## config.mk

```make
export PLATFORM = sky130hd
export DESIGN_NAME = sio_irq_ctrl
export DESIGN_NICKNAME = d
export VERILOG_FILES = /design/src/rtl/sio_irq_pkg.sv /design/src/rtl/sio_irq_prio.sv /design/src/rtl/sio_irq_ius.sv /design/src/rtl/sio_irq_vec.sv /design/src/rtl/sio_irq_ctrl.sv
export SDC_FILE = /design/constraint.sdc
export NUM_CORES = 1
export LEC_CHECK = 0
export ABC_AREA = 1
export BUFFER_PORTS_ARGS = -buffer_cell sky130_fd_sc_hd__buf_2
export CAP_MARGIN = 10
export CORE_MARGIN = 2
export CORE_UTILIZATION = 28
export DETAILED_ROUTE_END_ITERATION = 10
export PLACE_DENSITY_LB_ADDON = 0.2
export SLEW_MARGIN = 20
export SYNTH_ARGS = -nofsm -noshare
export SYNTH_HDL_FRONTEND = slang
export SYNTH_SLANG_ARGS = --single-unit
```

## constraint.sdc

```tcl
create_clock -name clk -period 1.03 [get_ports clk]
set_input_delay 0.103 -clock clk [delete_from_list [all_inputs] [get_ports clk]]
set_output_delay 0.103 -clock clk [all_outputs]
set_load 0.02 [all_outputs]
```

## src/rtl/sio_irq_pkg.sv

```systemverilog
package sio_irq_pkg;
  localparam int NSRC   = 6;
  localparam int IDX_W  = $clog2(NSRC);
  localparam int CODE_W = 3;

  // Source code reported through the modified vector
  function automatic logic [CODE_W-1:0] src_code(input logic [IDX_W-1:0] idx,
                                                 input logic special);
    logic [CODE_W-1:0] c;
    case (idx)
      3'd0:    c = special ? 3'd7 : 3'd6;
      3'd1:    c = 3'd4;
      3'd2:    c = 3'd5;
      3'd3:    c = special ? 3'd3 : 3'd2;
      3'd4:    c = 3'd0;
      default: c = 3'd1;
    endcase
    return c;
  endfunction
endpackage

```

## src/rtl/sio_irq_prio.sv

```systemverilog
module sio_irq_prio #(
  parameter int N = 6
) (
  input  logic [N-1:0] req,
  input  logic [N-1:0] blk,
  output logic [N-1:0] grant,
  output logic         any
);
  logic [N-1:0] shut;
  logic [N-1:0] ok;
  logic [N-1:0] taken;

  generate
    for (genvar k = 0; k < N; k++) begin : g_chain
      if (k == 0) begin : g_first
        assign shut[k]  = blk[k];
        assign ok[k]    = req[k] & ~shut[k];
        assign grant[k] = ok[k];
        assign taken[k] = ok[k];
      end else begin : g_rest
        assign shut[k]  = shut[k-1] | blk[k];
        assign ok[k]    = req[k] & ~shut[k];
        assign grant[k] = ok[k] & ~taken[k-1];
        assign taken[k] = taken[k-1] | ok[k];
      end
    end
  endgenerate

  assign any = taken[N-1];

  always_comb begin
    p_single_grant_r1: assert ($onehot0(grant)) else $error("grant not one-hot");
  end
endmodule

```

## src/rtl/sio_irq_ius.sv

```systemverilog
module sio_irq_ius #(
  parameter int N = 6
) (
  input  logic         clk,
  input  logic         rst_n,
  input  logic         set_en,
  input  logic [N-1:0] set_vec,
  input  logic         clr_en,
  output logic [N-1:0] ius_q
);
  logic [N-1:0] ius_d;
  logic [N-1:0] lowest;
  logic         ius_ce;

  assign lowest = ius_q & (~ius_q + N'(1));
  assign ius_ce = set_en | clr_en;

  always_comb begin
    ius_d = ius_q;
    if (clr_en) ius_d = ius_d & ~lowest;
    if (set_en) ius_d = ius_d | set_vec;
  end

  always_ff @(posedge clk or negedge rst_n) begin
    if (!rst_n)      ius_q <= '0;
    else if (ius_ce) ius_q <= ius_d;
  end

  p_ack_sets_one_r4: assert property (@(posedge clk) disable iff (!rst_n)
    (set_en && !clr_en) |=> ($countones(ius_q & ~$past(ius_q)) == 1));

  p_clear_one_r6: assert property (@(posedge clk) disable iff (!rst_n)
    (clr_en && !set_en && (ius_q != '0)) |=> ($countones($past(ius_q) & ~ius_q) == 1));

  p_hold_r7: assert property (@(posedge clk) disable iff (!rst_n)
    (!set_en && !clr_en) |=> $stable(ius_q));
endmodule

```

## src/rtl/sio_irq_vec.sv

```systemverilog
module sio_irq_vec #(
  parameter int VW  = 8,
  parameter int CW  = 3,
  parameter int LSB = 1
) (
  input  logic          clk,
  input  logic          rst_n,
  input  logic          rd,
  input  logic          chan_b,
  input  logic          any,
  input  logic [CW-1:0] code,
  input  logic [VW-1:0] base,
  output logic [VW-1:0] vec_q
);
  logic [VW-1:0] vec_d;

  always_comb begin
    vec_d = base;
    if (chan_b && any) vec_d[LSB +: CW] = code;
  end

  always_ff @(posedge clk or negedge rst_n) begin
    if (!rst_n)  vec_q <= '0;
    else if (rd) vec_q <= vec_d;
  end

  p_chan_a_raw_r9: assert property (@(posedge clk) disable iff (!rst_n)
    (rd && !chan_b) |=> (vec_q == $past(base)));
endmodule

```

## src/rtl/sio_irq_ctrl.sv

```systemverilog
module sio_irq_ctrl
  import sio_irq_pkg::*;
#(
  parameter int VEC_W    = 8,
  parameter int CODE_LSB = 1
) (
  input  logic             clk,
  input  logic             rst_n,
  input  logic [NSRC-1:0]  src_req,
  input  logic [NSRC-1:0]  src_en,
  input  logic [1:0]       rx_special,
  input  logic             ien_in,
  input  logic             hw_ack,
  input  logic             vec_rd,
  input  logic             vec_chan_b,
  input  logic             sw_ack_en,
  input  logic             rst_ius,
  input  logic [VEC_W-1:0] vec_base,
  output logic             int_n,
  output logic             ien_out,
  output logic [VEC_W-1:0] vec_out,
  output logic [NSRC-1:0]  ius
);
  localparam int HALF = NSRC / 2;

  // reset: asserted asynchronously, released on a clock edge
  logic [1:0] rst_sync;
  logic       rst_s_n;
  always_ff @(posedge clk or negedge rst_n) begin
    if (!rst_n) rst_sync <= '0;
    else        rst_sync <= {rst_sync[0], 1'b1};
  end
  assign rst_s_n = rst_sync[1];

  // pending bits
  logic [NSRC-1:0] ip_q;
  logic [NSRC-1:0] ip_d;
  assign ip_d = src_req & src_en;
  always_ff @(posedge clk or negedge rst_s_n) begin
    if (!rst_s_n) ip_q <= '0;
    else          ip_q <= ip_d;
  end

  // arbitration
  logic [NSRC-1:0] grant;
  logic            any_req;
  sio_irq_prio #(.N(NSRC)) u_prio (
    .req  (ip_q),
    .blk  (ius),
    .grant(grant),
    .any  (any_req)
  );

  logic [IDX_W-1:0] win_idx;
  always_comb begin
    win_idx = '0;
    for (int i = 0; i < NSRC; i++)
      if (grant[i]) win_idx = IDX_W'(i);
  end

  logic             win_chan_b;
  logic [CODE_W-1:0] win_code;
  assign win_chan_b = (win_idx >= IDX_W'(HALF));
  assign win_code   = src_code(win_idx, rx_special[win_chan_b]);

  logic int_req;
  logic ack_cmd;
  logic ack_fire;
  assign int_req  = ien_in & any_req;
  assign ack_cmd  = hw_ack | (vec_rd & sw_ack_en);
  assign ack_fire = ack_cmd & int_req;

  sio_irq_ius #(.N(NSRC)) u_ius (
    .clk    (clk),
    .rst_n  (rst_s_n),
    .set_en (ack_fire),
    .set_vec(grant),
    .clr_en (rst_ius),
    .ius_q  (ius)
  );

  sio_irq_vec #(.VW(VEC_W), .CW(CODE_W), .LSB(CODE_LSB)) u_vec (
    .clk   (clk),
    .rst_n (rst_s_n),
    .rd    (vec_rd),
    .chan_b(vec_chan_b),
    .any   (int_req),
    .code  (win_code),
    .base  (vec_base),
    .vec_q (vec_out)
  );

  assign int_n   = ~int_req;
  assign ien_out = ien_in & ~int_req & ~(|ius);

  p_chain_quiet_r8: assert property (@(posedge clk) disable iff (!rst_s_n)
    !ien_in |-> (int_n && !ien_out));

  p_top_in_service_r7: assert property (@(posedge clk) disable iff (!rst_s_n)
    ius[0] |-> int_n);

  p_plain_read_r5: assert property (@(posedge clk) disable iff (!rst_s_n)
    (vec_rd && !sw_ack_en && !hw_ack && !rst_ius) |=> $stable(ius));
endmodule

```

==> metrics.md <==
| Metric | Value |
|---|---|
| Outcome | finished, violations left |
| Failing checks | negative setup slack |
| Finished Core Util | 47.2% |
| Vias/cell | 4.42 |
| Io pins | 46 |
| First-pass GRT wire length | 4770 um |
| Final setup vio count | 14 |
| Final hold violation count | 0 |
| Synthesis Warnings | 0 |
| Synthesis-to-finish area growth | 58.7% |
| Endpoint type of the worst setup path | output port |
| Max Cap Viol | 0 |
| Mapped Area | 1100 um2 |
| CTS tree | done |
| FILL cells | 350 |
| Worst setup margin | -0.680 ns |
| Register area | 554 um2 |
| Top-count cell post-synth | nand2_1 |
| Detailed Route Iter0 Violations | 32 |
| Final net count | 235 |
| Pleak | 0.962 nW |
| Root Driver | clkbuf_8 |
| WL per Instance | 11.4 um |
| Share of cells above drive strength 1 | 51.0% |
| ANT nets after route | 0 |
| RSZ-0062 raised after global routing | yes |
| Syn avg cell area | 8.50 um2 |
| Worst r2r src | u_ius.ius_q[1]$_DFFE_PN0P_ |
| Number of global-route vias before repair | 1129 |
| Synth Flop Type | dfrtp_1 |
| Syn nets | 160 |
| Asr flop ratio synth | 100% |
| PortBufs | 45 |
| # rows | 22 |
| Congestion Overflow GR | 0 |
| Unique masters post-synth | 25 |
| Max FO, Critical Path | 7 |
| Proportion of netlist area held by the largest area contributor | 49.8% |
| Fmax | 585 MHz |
| Clock transition at path regs | 0.07 ns |
| Area of the multi-input gates | 526 um2 |
| Die Footprint | 4460 um2 |
| Final Cycle Share | 166% |
| CP startpoint kind | register |
| Peak supply drop | 0.500 mV |
| Initial Util | 29.7% |
| Final Max Tran Viols | 0 |
| Clock buffer depth | 2 |
| GPL Wtd Cong | 0.810 |
| Post-synth EDFFs | 0 |
| Fin Hold WS | 0.0265 ns |
| Clock skew | 0.00717 ns |
| Worst Path Arrival | 1.61 ns |
| Die Span Y | 66.8 um |
| Clock sink count | 22 |
| Crit path kind | reg -> out |
| Hold wc startpoint | src_en[0] |
| HPWL after DPL | 2170 um |
| Pwr Density | 1380 nW/um2 |
| Sequential fraction of the synthesis area | 49.8% |
| Largest net degree at the start of global routing | 13 |
| Post-synthesis register bit count | 22 |
| Initial antenna violation count | 0 |
| TritonRoute pass-1 iters | 4 |
| Min Tclk post-route | 1.71 ns |
| Most area-consuming cells after synthesis | dfrtp_1 (50%), nand2_1 (14%), inv_1 (6.5%), nand3_2 (3.6%), o21ai_2 (3.2%) |
| WP data required | 0.93 ns |
| Core area | 3720 um2 |
| Later-pin clock latency in the skew report | 0.26 ns |
| Die Width | 66.8 um |
| Post-Syn Instances | 130 |
| H-tree Lvls | 1 |
| GRT Resource Usage Total | 14.1% |
| Via count | 1113 |
| CTS Buf Count | 3 |
| # diodes | 0 |
| Yosys top cell by area | dfrtp_1 |
| Final wirelength | 2880 um |
| DRC Markers | 0 |
| CP Launch Point | u_ius.ius_q[1]$_DFFE_PN0P_ |
| Synth top cells by count | nand2_1 (42), dfrtp_1 (22), inv_1 (19) |
| Worst hold path type | in -> reg |
==> through the flow <==
stage | TNS (ns) | std cells | setup slack [ns] | total power [mW] | area (um2)
final | -6.44 | 252 | -0.680 | 2.42 | 1750
after global routing | -7.58 | 252 | -0.769 | 2.58 | 1750
after CTS | -6.23 | 253 | -0.658 | 2.44 | 1740
after detailed placement | -5.39 | 239 | -0.531 | 1.68 | 1530
after global placement | -4.70 | 239 | -0.457 | 1.66 | 1530
after floorplan | -4.71 | 130 | -0.500 | 1.39 | 1120
==> layout by cell type (no fill, tap or decap), types with 2 or more instances in the layout <==
cell type	instances
nand2_1	41
buf_6	11
inv_2	2
nand4_1	2
o22ai_2	2
nor2_1	6
nand3_2	2
o21ai_1	2
inv_1	19
nor2_4	3
dfrtp_1	19
buf_4	20
nand3_1	4
o21ai_2	5
a21oi_2	2
buf_2	39
a21oi_1	2
nand2_2	3
clkbuf_8	4
o21ai_0	2
nand3_4	3
dfrtp_2	3
==> final timing paths <==
check / end / slack [ns] / cells after the start
setup / recovery: int_n / -0.68 / 8
hold / removal: ip_q[0]$_DFF_PN0_ / 0.03 / 3
setup reg to reg: u_vec.vec_q[1]$_DFFE_PN0P_ / -0.62 / 11
hold reg to reg: u_vec.vec_q[0]$_DFFE_PN0P_ / 0.17 / 1
max in group asynchronous: u_ius.ius_q[1]$_DFFE_PN0P_ / 0.66 / 1
min in group asynchronous: rst_sync[1]$_DFF_PN0_ / 0.14 / 2
==> sequential cells by signal, summed over array words and instances (netlist names) <==
name	cells
u_vec.vec_q	8
u_ius.ius_q	6
rst_sync	2
ip_q	6
==> critical path: stages (launching register included) <==
cell and delay (ns):
dfrtp_2 0.43, nor2_4 0.24, nand3_2 0.14, nand3_4 0.12, nor2_4 0.05, nand3_4 0.08, nand2_4 0.06, buf_6 0.11
buf_6 0.12
==> report_power, final <==
group	internal, mW	switching, mW	total (mW)
clock	0.340	0.268	0.609
combinational	0.387	0.448	0.835
sequential	0.932	0.0468	0.979
==> metal layers <==
metal / GRT usage (%) / vias to the layer above / part of all wire, %
li1: - / 552 / -
met1: 15.8 / 527 / 41
met2: 25.6 / 27 / 54
met3: 2.53 / 7 / 3.4
met4: 6.63 / 0 / 1.7
met5: 0 / - / 0
==> final cells by class <==
type / instances / share of cell area [%]
Inverter: 21 / 4.50
Clock buffer: 4 / 3.14
Tap cell: 48 / 3.43
Sequential cell: 22 / 31.6
Timing Repair Buffer: 71 / 27.3
Multi-Input combinational cell: 86 / 30.0
==> cells by family (layout without fill, tap and decap cells) <==
logic type,after synthesis,count (layout),synth area share (%)
and+or+nand+nor,69,69,32.3
buffers and inverters,22,96,7.47
AOI/OAI and AO/OA,16,16,10.1
other,1,1,0.339
DFF,22,22,49.8
==> timing repair <==
item                                    in CTS  in global routing
resized for setup                           22                  4
endpoints found under the hold margin        2                  0
setup buffers                                9                  0
hold buffers                                 1                  0
pin swaps                                    8                  9
endpoints found under the setup margin      15                 15
No activity file was read; power rests on OpenSTA's default activity.
